## src/rtl/plane_scan_pkg.sv

```systemverilog
package plane_scan_pkg;

    typedef enum logic [2:0] {
        ST_DWELL  = 3'd0,
        ST_FETCH  = 3'd1,
        ST_SETUP  = 3'd2,
        ST_STROBE = 3'd3,
        ST_HOLD   = 3'd4
    } scan_state_e;

    // upper: row lies in the lower display half (rows 8..15); bsel: byte index
    function automatic logic [3:0] route_chip(input logic upper, input logic bsel);
        logic [3:0] sel;
        case ({upper, bsel})
            2'b00:   sel = 4'b1000;
            2'b01:   sel = 4'b0100;
            2'b10:   sel = 4'b0001;
            default: sel = 4'b0010;
        endcase
        return sel;
    endfunction

endpackage

```

## src/rtl/plane_scan_fbuf.sv

```systemverilog
module plane_scan_fbuf #(
    parameter int DEPTH  = 96,
    parameter int AW     = 7,
    parameter int DATA_W = 8
) (
    input  logic              clk_i,
    input  logic              rst_ni,
    input  logic              rd_en_i,
    input  logic [AW-1:0]     rd_addr_i,
    output logic [DATA_W-1:0] rd_data_o,
    input  logic              host_we_i,
    input  logic [AW-1:0]     host_addr_i,
    input  logic [DATA_W-1:0] host_wdata_i,
    output logic              host_ready_o
);
    logic [DATA_W-1:0] mem_q [DEPTH];
    logic [DATA_W-1:0] rd_d, rd_q;

    // single port: a scanner read wins the cycle, the host waits
    assign host_ready_o = !rd_en_i;

    always_comb begin
        rd_d = rd_q;
        if (rd_en_i) rd_d = mem_q[rd_addr_i];
    end

    always_ff @(posedge clk_i) begin
        if (!rd_en_i && host_we_i && (host_addr_i < AW'(DEPTH)))
            mem_q[host_addr_i] <= host_wdata_i;
    end

    always_ff @(posedge clk_i or negedge rst_ni) begin
        if (!rst_ni) rd_q <= '0;
        else         rd_q <= rd_d;
    end

    assign rd_data_o = rd_q;
endmodule

```

## src/rtl/plane_scan_dwell.sv

```systemverilog
module plane_scan_dwell #(
    parameter int PRESCALE = 64,
    parameter int CMP_W    = 8,
    localparam int PRE_W   = (PRESCALE > 1) ? $clog2(PRESCALE) : 1
) (
    input  logic             clk_i,
    input  logic             rst_ni,
    input  logic             run_i,
    input  logic [CMP_W-1:0] cmp_i,
    output logic             done_o
);
    typedef struct packed {
        logic [PRE_W-1:0] pre;
        logic [CMP_W-1:0] tick;
    } dwell_t;

    dwell_t r_d, r_q;
    logic   pre_wrap;

    always_comb begin
        pre_wrap = (r_q.pre == PRE_W'(PRESCALE - 1));
        done_o   = run_i && pre_wrap && (r_q.tick == cmp_i);
        r_d      = r_q;
        if (!run_i || done_o) begin
            r_d = '0;
        end else if (pre_wrap) begin
            r_d.pre  = '0;
            r_d.tick = r_q.tick + 1'b1;
        end else begin
            r_d.pre = r_q.pre + 1'b1;
        end
    end

    always_ff @(posedge clk_i or negedge rst_ni) begin
        if (!rst_ni) r_q <= '0;
        else         r_q <= r_d;
    end
endmodule

```

## src/rtl/plane_scan_refresh.sv

```systemverilog
module plane_scan_refresh
    import plane_scan_pkg::*;
#(
    parameter int          NUM_PLANES    = 3,
    parameter int          NUM_ROWS      = 16,
    parameter int          DATA_W        = 8,
    parameter int          BUS_AW        = 4,
    parameter int          STROBE_CYCLES = 2,
    parameter int          PRESCALE      = 64,
    parameter int          CMP_W         = 8,
    parameter int          FIRST_CMP     = 20,
    parameter int unsigned PLANE_CMP [NUM_PLANES] = '{3, 4, 22},
    localparam int ROW_BYTES    = 2,
    localparam int PLANE_STRIDE = NUM_ROWS * ROW_BYTES,
    localparam int FB_DEPTH     = NUM_PLANES * PLANE_STRIDE,
    localparam int FB_AW        = $clog2(FB_DEPTH)
) (
    input  logic              clk_i,
    input  logic              rst_ni,
    input  logic              host_we_i,
    input  logic [FB_AW-1:0]  host_addr_i,
    input  logic [DATA_W-1:0] host_wdata_i,
    output logic              host_ready_o,
    output logic [BUS_AW-1:0] row_addr_o,
    output logic [DATA_W-1:0] data_o,
    output logic              wr_en_o,
    output logic [3:0]        chip_sel_o,
    output logic              busy_o,
    output logic              sop_o
);
    localparam int PLANE_W = (NUM_PLANES > 1) ? $clog2(NUM_PLANES) : 1;
    localparam int ROW_W   = $clog2(NUM_ROWS);
    localparam int SC_W    = (STROBE_CYCLES > 1) ? $clog2(STROBE_CYCLES) : 1;

    typedef struct packed {
        scan_state_e       st;
        logic [PLANE_W-1:0] plane;
        logic [ROW_W-1:0]  row;
        logic              bsel;
        logic [SC_W-1:0]   scnt;
        logic [BUS_AW-1:0] addr;
        logic [3:0]        cs;
        logic              wr;
        logic              sop;
        logic [CMP_W-1:0]  cmp;
    } scan_t;

    scan_t             r_d, r_q;
    logic              rd_en;
    logic [FB_AW-1:0]  rd_addr;
    logic [DATA_W-1:0] rd_data;
    logic              dwell_done;

    plane_scan_fbuf #(.DEPTH(FB_DEPTH), .AW(FB_AW), .DATA_W(DATA_W)) u_fbuf (
        .clk_i        (clk_i),
        .rst_ni       (rst_ni),
        .rd_en_i      (rd_en),
        .rd_addr_i    (rd_addr),
        .rd_data_o    (rd_data),
        .host_we_i    (host_we_i),
        .host_addr_i  (host_addr_i),
        .host_wdata_i (host_wdata_i),
        .host_ready_o (host_ready_o)
    );

    plane_scan_dwell #(.PRESCALE(PRESCALE), .CMP_W(CMP_W)) u_dwell (
        .clk_i  (clk_i),
        .rst_ni (rst_ni),
        .run_i  (r_q.st == ST_DWELL),
        .cmp_i  (r_q.cmp),
        .done_o (dwell_done)
    );

    always_comb begin
        r_d     = r_q;
        r_d.sop = 1'b0;
        rd_en   = (r_q.st == ST_FETCH);
        rd_addr = FB_AW'(PLANE_STRIDE * int'(r_q.plane) + ROW_BYTES * int'(r_q.row)
                         + int'(r_q.bsel));
        case (r_q.st)
            ST_DWELL: begin
                if (dwell_done) begin
                    r_d.st  = ST_FETCH;
                    r_d.sop = 1'b1;
                end
            end
            ST_FETCH: begin
                r_d.st   = ST_SETUP;
                r_d.addr = BUS_AW'(r_q.row[ROW_W-2:0]);
            end
            ST_SETUP: begin
                r_d.st   = ST_STROBE;
                r_d.scnt = '0;
                r_d.cs   = route_chip(r_q.row[ROW_W-1], r_q.bsel);
                r_d.wr   = 1'b1;
            end
            ST_STROBE: begin
                if (r_q.scnt == SC_W'(STROBE_CYCLES - 1)) begin
                    r_d.st = ST_HOLD;
                    r_d.cs = '0;
                    r_d.wr = 1'b0;
                end else begin
                    r_d.scnt = r_q.scnt + 1'b1;
                end
            end
            ST_HOLD: begin
                r_d.st = ST_FETCH;
                if (!r_q.bsel) begin
                    r_d.bsel = 1'b1;
                end else begin
                    r_d.bsel = 1'b0;
                    if (r_q.row == ROW_W'(NUM_ROWS - 1)) begin
                        r_d.row   = '0;
                        r_d.st    = ST_DWELL;
                        r_d.cmp   = CMP_W'(PLANE_CMP[r_q.plane]);
                        r_d.plane = (r_q.plane == PLANE_W'(NUM_PLANES - 1))
                                    ? '0 : r_q.plane + 1'b1;
                    end else begin
                        r_d.row = r_q.row + 1'b1;
                    end
                end
            end
            default: r_d.st = ST_DWELL;
        endcase
    end

    always_ff @(posedge clk_i or negedge rst_ni) begin
        if (!rst_ni) begin
            r_q     <= '0;
            r_q.cmp <= CMP_W'(FIRST_CMP);
        end else begin
            r_q <= r_d;
        end
    end

    assign row_addr_o = r_q.addr;
    assign data_o     = rd_data;
    assign wr_en_o    = r_q.wr;
    assign chip_sel_o = r_q.cs;
    assign busy_o     = (r_q.st != ST_DWELL);
    assign sop_o      = r_q.sop;
endmodule

```

## config.mk

```make
export PLATFORM = sky130hd
export DESIGN_NAME = plane_scan_refresh
export DESIGN_NICKNAME = d
export VERILOG_FILES = /design/src/rtl/plane_scan_pkg.sv /design/src/rtl/plane_scan_fbuf.sv /design/src/rtl/plane_scan_dwell.sv /design/src/rtl/plane_scan_refresh.sv
export SDC_FILE = /design/constraint.sdc
export NUM_CORES = 1
export LEC_CHECK = 0
export CORE_MARGIN = 2
export CORE_UTILIZATION = 45
export CTS_BUF_LIST = sky130_fd_sc_hd__clkbuf_4 sky130_fd_sc_hd__clkbuf_8
export DETAILED_ROUTE_END_ITERATION = 12
export DONT_BUFFER_PORTS = 1
export GPL_TIMING_DRIVEN = 0
export PLACE_DENSITY_LB_ADDON = 0.3
export REMOVE_ABC_BUFFERS = 1
export SYNTH_ARGS = -nofsm -noshare
export SYNTH_HDL_FRONTEND = slang
export SYNTH_SLANG_ARGS = --single-unit
```

## constraint.sdc

```tcl
create_clock -name clk_i -period 3.9 [get_ports clk_i]
set_input_delay 0.975 -clock clk_i [delete_from_list [all_inputs] [get_ports clk_i]]
set_output_delay 0.975 -clock clk_i [all_outputs]
set_load 0.02 [all_outputs]
```

==> results of run 1 <==
[kinds of logic after synthesis]
family	count (synthesis)	synth area share [%]
DFF	813	74.9
and+or+nand+nor	318	4.33
muxes	288	14.5
AOI/OAI and AO/OA	166	3.45
buffers and inverters	107	2.12
xor gates and xnor gates	16	0.434
adders and majority gates	6	0.233
other	1	0.0116
[critical path, delay by kind of cell (launching register included)]
| family | cells | cell delay (ns) |
|---|---|---|
| DFF | 1 | 0.44 |
| and+or+nand+nor | 4 | 2.83 |
| buffers and inverters | 2 | 0.30 |
[sequential cells by signal (all words and copies together) (netlist names)]
register,count
chip_sel_o,4
u_fbuf.mem_q,768
u_dwell.r_q,14
r_q,14
sop_o,1
u_fbuf.rd_data_o,8
wr_en_o,1
row_addr_o,3
[worst paths after layout]
check / to / startpoint / cells past startpoint / slack [ns]
worst max-delay path: u_fbuf.mem_q[7][5]$_DFFE_PP_ / r_q[26]$_DFFE_PN0P_ / 6 / -0.07
max in group asynchronous: r_q[4]$_DFFE_PN1P_ / rst_ni / 2 / 2.90
worst max register to register: u_fbuf.mem_q[7][5]$_DFFE_PP_ / r_q[26]$_DFFE_PN0P_ / 6 / -0.07
worst min-delay path: u_fbuf.mem_q[45][4]$_DFFE_PP_ / host_wdata_i[4] / 0 / 0.29
worst min register to register: u_dwell.r_q[8]$_DFF_PN0_ / u_dwell.r_q[8]$_DFF_PN0_ / 1 / 0.47
min in group asynchronous: chip_sel_o[1]$_DFFE_PN0P_ / rst_ni / 2 / 0.72
[power by group]
| part | total [mW] | switching, mW | internal, mW |
|---|---|---|---|
| sequential | 9.58 | 0.00544 | 9.57 |
| combinational | 0.0786 | 0.0621 | 0.0165 |
| clock | 6.91 | 3.28 | 3.63 |
[cell type report]
cell class	instances	area, um2	share of cell area [%]
Clock inverter	49	273	0.764
Sequential cell	813	24200	67.8
Inverter	9	33.8	0.0947
Antenna cell	1	2.50	0.00701
Multi-Input combinational cell	795	7450	20.9
Clock buffer	178	2170	6.08
Timing Repair Buffer	19	374	1.05
Tap cell	950	1190	3.33
[synth_stat cells (all sizes together) (5+ instances only)]
master,n,area [um2]
nor4,5,31.3
ha,6,75.1
mux2i,131,1310
a211oi,25,188
edfxtp,768,23100
o22ai,10,62.6
a22oi,31,233
nor3,19,95.1
xnor2,7,61.3
nand2,82,308
o21ai,13,65.1
clkbuf,22,90.1
nor2,138,518
nor2b,26,163
a31oi,10,62.6
dfrtp,43,1080
buf,76,561
xor2,9,78.8
mux2,21,236
a21oi,45,225
a2111oi,14,123
and3,9,56.3
o32ai,7,61.3
mux4,136,3120
inv,8,30.0
nand3,20,100
nand2b,6,37.5
[what timing repair did]
action | CTS | global route
gates resized for setup | 8 | 5
cloned | 0 | 0
hold endpoints to repair | 45 | 0
hold buffers | 2 | 0
pin swaps | 0 | 0
buffers inserted | 1 | 0
endpoints found under the setup margin | 11 | 122
[per-stage QoR]
step | TNS [ns] | instance area, um2 | hold WS, ns | setup WS [ns]
final | -0.510 | 35700 | 0.295 | -0.0744
after floorplan | -53.45 | 31600 | 0.433 | -3.30
after global placement | -402.52 | 32800 | 0.447 | -9.18
after CTS | 0 | 35700 | 0.226 | 0.0525
after detailed placement | -57.35 | 33200 | 0.456 | -1.46
after global routing | -1.86 | 35700 | 0.242 | -0.0751
[metal layers]
layer | track usage, % | part of all wire [%] | wire length (um) | vias to the layer above
met2 | 31.9 | 48 | 35600 | 664
li1 | - | - | - | 7012
met1 | 27.6 | 41 | 30900 | 8637
met4 | 7.46 | 2.7 | 1980 | 0
met5 | 0 | 0 | 0 | -
met3 | 5.44 | 8.1 | 6050 | 126
==> key figures, run 1 <==
GRT
  – Gr usage total: 20.4%
  – First-pass GRT wire length: 109000 um
  – Largest net degree at the start of global routing: 97
  – GR Overflow Total: 0
  – Antenna violations before repair: 1
  – Vias in the first global route: 16622

Worst setup path
  – Slowest cell on crit path: nor2_1
  – Data required, critical path: 4.29 ns
  – CP max stage delay: 1.22 ns
  – Worst setup EP type: flip-flop
  – CP Launch Type: flip-flop
  – Critical path, cell by cell: inv_1 -> nor3_2 -> buf_6 -> nor3b_1 -> nand3_1 -> nor2_1
  – CP arrival: 4.36 ns
  – Setup CP Type: reg -> reg
  – Worst-path maximum fanout: 12

Timing
  – Peak Freq: 252 MHz
  – Final setup viols: 12
  – Skew final: 0.0260 ns
  – Max-slew violations: 0
  – Post-layout minimum cycle time: 3.97 ns
  – Final worst path period share: 102%
  – Post-route setup slack: -0.0744 ns
  – RSZ-0062 raised after global routing: true
  – Worst Tran Pin Value: 1.46 ns
  – Rel. slew slack: 2.45%
  – Final Hold Vio Count: 0

Floorplan
  – Die Area: 73900 um2
  – Initial Utilization: 45.3%
  – Die extent in y: 272 um
  – Core box area: 71200 um2
  – Rows: 98
  – Die Wd: 272 um
  – Io pins: 38

Routing
  – Routed via count: 16439
  – Via density per instance: 5.84
  – Drt drc: 0
  – WL per Instance: 26.5 um
  – Initial DRC Count: 1880
  – Antenna-violating nets left: 0
  – DRT Pass-1 Iters: 6
  – Total routed wirelength: 74500 um

Placed design
  – HPWL Detailed: 43600 um
  – RD Place Congestion: 0.813
  – Inst Count DP: 2583
  – Number of I/O port buffers: 0

Clock tree
  – TritonCTS clock tree: yes
  – H-tree Lvls: 4
  – Clock sinks: 813
  – Clk Latency, worst-skew pair: 0.79 ns
  – Root Driver: clkbuf_8
  – CTS clk-pin slew, worst paths: 0.06 ns
  – Num CTS Buffers: 131
  – Clk buf depth: 3

Pwr
  – Pwr Total: 16.6 mW
  – Pwr Density: 464 nW/um2
  – Peak supply drop: 0.309 mV
  – Leakage: 10.8 nW

Yosys
  – Ys flop type: edfxtp_1
  – Post-synth EDFFs: 768
  – Syn. warnings: 0
  – Synth Register Bits: 813
  – Sequential area share after synthesis: 74.9%
  – Count of unique library cells instantiated by Yosys: 54
  – Synth Instances: 1715
  – Synthesized area per cell: 18.8 um2
  – Ys async rst share: 5.54%
  – Mapped cell area: 32300 um2

Finish
  – Layout Nets: 1793
  – Commonest non-fill, non-tap cells in the layout: 768 x edfxtp_1, 133 x clkbuf_8, 132 x nor2_1
  – Share of cells above drive strength 1: 20.3%
  – Number of fill cells in the layout: 5706
  – Area delta synth->final: 10.6%
  – Post-Route Utilization: 50.1%
  – Most common cell after layout, fill and taps aside: edfxtp_1
  – Layout Cells excl Fill: 2814

Run
  – Max cap viols: 0

Outcome
  – Failing checks: negative setup slack
  – Outcome: finished, violations left

Min path
  – Worst min path class: in -> reg
Power figures use the tool's default switching activity.
==> inputs of run 2 (changes only) <==
Clock period 3.9 ns to 4.8 ns, I/O delays scaled along.
==> key figures, run 2 (synthesis gave the netlist of run 1 again) <==
Worst setup path
  – Reg2reg path depth: 10 (+4)
  – Bufs and invs on worst path: 3 (+1)
  – CP Launch Type: flip-flop
  – Worst reg2reg startpoint: r_q[19]$_DFFE_PN0P_
  – Crit path max-delay family: compound AO/OA/AOI/OAI gates
  – Critical path, cell by cell: buf_16 -> buf_16 -> buf_16 -> nor2b_2 -> nand2b_1 -> o32ai_1 -> a211oi_1 -> a2111oi_0 -> nor3_1 -> a21oi_1
  – Slowest cell on crit path: a2111oi_0
  – Reg2reg end: u_fbuf.rd_data_o[7]$_DFFE_PN0P_
  – Setup CP Type: reg -> reg
  – CP max stage delay: 1.10 ns (-0.12 ns)
  – Stages on the worst setup path: 10 (+4)
  – Worst setup EP type: flip-flop
  – Data required, critical path: 5.52 ns (+1.23 ns)
  – Most Frequent Cell on Critical Path: buf_16
  – Register-to-register setup slack: 0.17 ns (+0.25 ns)
  – Worst-path maximum fanout: 43 (+31)
  – CP arrival: 5.34 ns (+0.98 ns)

Routing
  – WL per Instance: 26.5 um (about the same)
  – DRT Pass-1 Iters: 6 (unchanged)
  – Initial DRC Count: 1952 (+3.8%)
  – Drt drc: 0 (unchanged)
  – Total routed wirelength: 74500 um (about the same)
  – Routed via count: 16437 (-0.012%)
  – Antenna-violating nets left: 0 (unchanged)
  – Via density per instance: 5.85 (about the same)

Floorplan
  – Rows: 98 (unchanged)
  – Die Wd: 272 um (unchanged)
  – Die Area: 73900 um2 (unchanged)
  – Initial Utilization: 45.3% (unchanged)
  – Core box area: 71200 um2 (unchanged)
  – Io pins: 38 (unchanged)
  – Die extent in y: 272 um (unchanged)

Finish
  – Area delta synth->final: 10.3%
  – Most common cell after layout, fill and taps aside: edfxtp_1
  – Commonest non-fill, non-tap cells in the layout: 768 x edfxtp_1, 138 x nor2_1, 133 x clkbuf_8
  – Number of fill cells in the layout: 5717 (+0.19%)
  – Biggest register: u_fbuf.mem_q
  – Regs by FF count: u_fbuf.mem_q x768, r_q x14, u_dwell.r_q x14
  – Largest register FFs: 768 (unchanged)
  – Post-Route Utilization: 50.0% (-0.11 points)
  – Share of cells above drive strength 1: 19.7% (-0.56 points)
  – Layout Nets: 1790 (-0.17%)
  – Design Area, Final: 35600 um2 (-0.22%)

Clock tree
  – Clock sinks: 813 (unchanged)
  – TritonCTS clock tree: yes
  – H-tree Lvls: 4 (unchanged)
  – Num CTS Buffers: 131 (unchanged)
  – Post-CTS sizing: 2 (-6)
  – CTS clk-pin slew, worst paths: 0.06 ns (about the same)
  – Hold buffer count at CTS: 0 (-2)
  – Clk Latency, worst-skew pair: 0.80 ns (about the same)
  – Clk buf depth: 3 (unchanged)
  – Post-CTS setup buffer count: 0 (-1)
  – Root Driver: clkbuf_8

GRT
  – GR Overflow Total: 0 (unchanged)
  – Antenna violations before repair: 1 (unchanged)
  – Gr usage total: 20.4% (about the same)
  – Largest net degree at the start of global routing: 97 (unchanged)
  – First-pass GRT wire length: 109000 um (-0.10%)
  – Vias in the first global route: 16618 (-0.024%)

Timing
  – Skew final: 0.0268 ns (+0.000782 ns)
  – RSZ-0062 raised after global routing: false
  – Peak Freq: 216 MHz (-14%)
  – Worst Tran Pin Value: 1.51 ns (+0.0468 ns)
  – Final worst path period share: 96.4% (-5.5 points)
  – Post-route setup slack: 0.173 ns (+0.247 ns)
  – Rel. slew slack: -0.678% (-3.1 points)
  – Final Hold Vio Count: 0 (unchanged)
  – Final setup viols: 0 (-12)
  – Post-layout minimum cycle time: 4.63 ns (+0.653 ns)
  – Setup_tns: 0 ns (+0.510 ns)
  – Max-slew violations: 13 (+13)

Placed design
  – Pre-CTS setup slack: -0.558 ns (+0.900 ns)
  – HPWL Detailed: 43600 um (unchanged)
  – Number of I/O port buffers: 0 (unchanged)
  – RD Place Congestion: 0.813 (unchanged)
  – Area after DPL: 33200 um2 (unchanged)

Run
  – Max cap viols: 1 (+1)

Pwr
  – Pwr Density: 378 nW/um2 (-19%)
  – Peak supply drop: 0.252 mV (-18%)
  – Leakage: 10.8 nW (-0.19%)

Min path
  – Worst min path class: in -> async

Outcome
  – Outcome: finished, violations left
  – Failing checks: max-capacitance violations, max-slew violations
run 2: worst max path at each step:
stage          slack, ns                              end                start
6_report            0.17  u_fbuf.rd_data_o[7]$_DFFE_PN0P_  r_q[19]$_DFFE_PN0P_
5_1_grt             0.01  u_fbuf.rd_data_o[7]$_DFFE_PN0P_  r_q[19]$_DFFE_PN0P_
4_1_cts             0.08  u_fbuf.rd_data_o[7]$_DFFE_PN0P_  r_q[19]$_DFFE_PN0P_
3_5_place_dp       -0.56  u_fbuf.rd_data_o[3]$_DFFE_PN0P_  r_q[19]$_DFFE_PN0P_
3_3_place_gp       -8.28  u_fbuf.rd_data_o[3]$_DFFE_PN0P_  r_q[20]$_DFFE_PN0P_
2_1_floorplan      -2.40  u_fbuf.rd_data_o[2]$_DFFE_PN0P_  r_q[20]$_DFFE_PN0P_
run 2: area by class of cell:
cell class	instances	area (um2)	share of cell area (%)
antenna	1	2.50	0.00703
clock buffer	178	2170	6.09
clock inverter	49	273	0.766
inverter	9	33.8	0.0949
multi-input combinational	795	7410	20.8
sequential	813	24200	68.0
tap	950	1190	3.34
timing repair buffer	16	329	0.924
run 2: per-stage QoR:
step / hold slack [ns] / total power, mW / cells
after floorplan: 0.433 / 7.96 / 1617
after global placement: 0.447 / 7.98 / 2567
after detailed placement: 0.456 / 7.98 / 2583
after CTS: 0.0342 / 13.6 / 2810
after global routing: 0.0489 / 13.9 / 2811
final: 0.106 / 13.4 / 2811
run 2: layer usage:
metal  routed length [um]  GRT usage, %  vias to the layer above  share of wire, %
met5                    0             0                        -                 0
met4                 2050          7.48                        0               2.8
met3                 6520          5.38                      136               8.8
met2                35400          31.8                      716                47
met1                30500          27.7                     8576                41
li1                     -             -                     7009                 -
run 2: power by group:
group,internal [mW],switching [mW]
registers,7.78,0.00444
clock network,2.95,2.67
logic,0.0104,0.0418
==> inputs of run 3 (changes only) <==
Settings changed: CELL_PAD_IN_SITES_DETAIL_PLACEMENT set to 1, CELL_PAD_IN_SITES_GLOBAL_PLACEMENT set to 1, PLACE_DENSITY_LB_ADDON 0.3 to 0.08.
==> key figures, run 3 (synthesis gave the netlist of run 1 again) <==
Outcome
  – Outcome: finished clean

Finish
  – Biggest register: u_fbuf.mem_q
  – Regs by FF count: u_fbuf.mem_q x768, r_q x14, u_dwell.r_q x14
  – Number of fill cells in the layout: 6536 (+14%)
  – Most common cell after layout, fill and taps aside: edfxtp_1
  – Share of cells above drive strength 1: 20.3% (+0.56 points)
  – Commonest non-fill, non-tap cells in the layout: 768 x edfxtp_1, 148 x clkbuf_8, 136 x nor2_1
  – Largest register FFs: 768 (unchanged)
  – Area delta synth->final: 11.1%
  – Layout Nets: 1796 (+0.34%)

Clock tree
  – Clock sinks: 813 (unchanged)
  – Clk buf depth: 3 (unchanged)
  – Post-CTS sizing: 0 (-2)
  – Post-CTS setup buffer count: 0 (unchanged)
  – Hold buffer count at CTS: 0 (unchanged)
  – H-tree Lvls: 4 (unchanged)
  – Root Driver: clkbuf_8
  – Clk Latency, worst-skew pair: 0.81 ns (about the same)
  – TritonCTS clock tree: yes
  – Num CTS Buffers: 140 (+6.9%)
  – CTS clk-pin slew, worst paths: 0.07 ns (about the same)

Floorplan
  – Core box area: 71200 um2 (unchanged)
  – Die Area: 73900 um2 (unchanged)
  – Rows: 98 (unchanged)
  – Die Wd: 272 um (unchanged)
  – Io pins: 38 (unchanged)
  – Die extent in y: 272 um (unchanged)
  – Initial Utilization: 45.3% (unchanged)

Worst setup path
  – Worst setup EP type: flip-flop
  – Setup CP Type: reg -> reg
  – CP arrival: 5.18 ns (-0.16 ns)
  – Register-to-register setup slack: 0.35 ns (+0.18 ns)
  – CP Launch Type: flip-flop
  – Worst-path maximum fanout: 23 (-47%)
  – Data required, critical path: 5.53 ns (about the same)

GRT
  – Largest net degree at the start of global routing: 97 (unchanged)
  – First-pass GRT wire length: 120000 um (+9.8%)
  – Gr usage total: 22.7% (+2.4 points)
  – M2 GR Usage: 34.9% (+3.1 points)
  – M1 GR Usage: 31.3% (+3.6 points)
  – Met3 GRT Util: 6.24% (+0.86 points)
  – Vias in the first global route: 17272 (+3.9%)
  – Busiest layer in global routing: met2
  – GR Overflow Total: 0 (unchanged)
  – Antenna violations before repair: 3 (+2)

Pwr
  – Pwr Density: 389 nW/um2 (+2.9%)
  – Peak supply drop: 0.236 mV (-6.2%)
  – Sw Ratio: 20.6% (+0.47 points)
  – Combinational Power Share: 0.4% (about the same)
  – Leakage: 10.9 nW (+1.0%)
  – Switch Pwr: 2.87 mW (+6.0%)
  – Pint: 11.1 mW (+3.0%)
  – Clock power frac: 43.7% (+2.0 points)
  – Reg power frac: 55.9% (-2.0 points)
  – Pwr Total: 13.9 mW (+3.6%)

Timing
  – Final Hold Vio Count: 0 (unchanged)
  – RSZ-0062 raised after global routing: false
  – Rel. slew slack: 7.45% (+8.1 points)
  – Max-slew violations: 0 (-13)
  – Post-route setup slack: 0.352 ns (+0.179 ns)
  – Peak Freq: 225 MHz (+4.0%)
  – Post-layout minimum cycle time: 4.45 ns (-0.179 ns)
  – Skew final: 0.0512 ns (+0.0244 ns)
  – Final setup viols: 0 (unchanged)
  – Setup_tns: 0 ns (unchanged)
  – Worst Tran Pin Value: 1.38 ns (-0.122 ns)
  – Final worst path period share: 92.7% (-3.7 points)

Routing
  – Antenna-violating nets left: 0 (unchanged)
  – Via density per instance: 5.74 (-1.9%)
  – Drt drc: 0 (unchanged)
  – DRT Pass-1 Iters: 5 (-1)
  – WL per Instance: 29.2 um (+10%)
  – Initial DRC Count: 1246 (-36%)
  – Total routed wirelength: 82500 um (+11%)
  – Routed via count: 16238 (-1.2%)

Min path
  – Worst min path class: in -> async

Placed design
  – Pre-CTS setup slack: 0.232 ns (+0.790 ns)
  – Number of I/O port buffers: 0 (unchanged)
  – RD Place Congestion: 0.779 (-4.1%)
  – HPWL Detailed: 48200 um (+10%)

Run
  – Max cap viols: 0 (-1)
run 3: changes by cell type in the layout (fill, tap and decap cells not counted), moves of 3 or more:
cell	delta
inv_6	-3
clkbuf_8	+15
clkinv_1	+6
a2111oi_1	-5
a2111oi_0	+5
run 3: final cells by class:
cell class	count	area (um2)	share of cell area, %
Multi-Input combinational cell	795	7410	20.7
Sequential cell	813	24200	67.5
Timing Repair Buffer	13	319	0.890
Tap cell	950	1190	3.32
Inverter	9	33.8	0.0942
Antenna cell	3	7.51	0.0209
Clock buffer	194	2380	6.65
Clock inverter	54	298	0.831
run 3: final timing paths:
path / cells past startpoint / to / startpoint
max: 6 / u_fbuf.rd_data_o[3]$_DFFE_PN0P_ / r_q[23]$_DFFE_PN0P_
min: 0 / u_fbuf.rd_data_o[7]$_DFFE_PN0P_ / rst_ni
max reg2reg: 6 / u_fbuf.rd_data_o[3]$_DFFE_PN0P_ / r_q[23]$_DFFE_PN0P_
min reg2reg: 1 / u_dwell.r_q[8]$_DFF_PN0_ / u_dwell.r_q[8]$_DFF_PN0_
max in group asynchronous: 0 / r_q[2]$_DFFE_PN1P_ / rst_ni
min in group clk_i: 1 / u_dwell.r_q[8]$_DFF_PN0_ / u_dwell.r_q[8]$_DFF_PN0_
run 3: through the flow:
step                std cells  hold slack, ns  util [%]  cell area [um2]
floorplan                1617           0.433         -            31600
global placement         2567           0.463      46.1            32800
detailed placement       2580           0.468      46.5            33200
CTS                      2828          0.0207      50.3            35800
global route             2829          0.0398      50.3            35800
finish                   2831          0.0784      50.3            35800
run 3: per-layer routing:
metal | up-vias | routed length [um]
met1 | 8601 | 36300
met2 | 451 | 38800
met4 | 0 | 2380
li1 | 7040 | -
met3 | 146 | 5100
met5 | - | 0
run 3: critical path: stages, from the launching register on:
cell and delay (ns):
dfrtp_1 1.16, clkinv_1 0.78, nor2_1 1.22, a22oi_1 0.34, a31oi_1 0.52, nor3_1 0.13
a21oi_1 0.20
run 3: power by group through the flow:
stage	sequential (mW)	combinational [mW]	clock (mW)
after global routing	7.78	0.0560	6.52
after floorplan	7.93	0.0279	0
after CTS	7.78	0.0532	6.23
after global placement	7.93	0.0520	0
after detailed placement	7.93	0.0531	0
final	7.78	0.0530	6.09
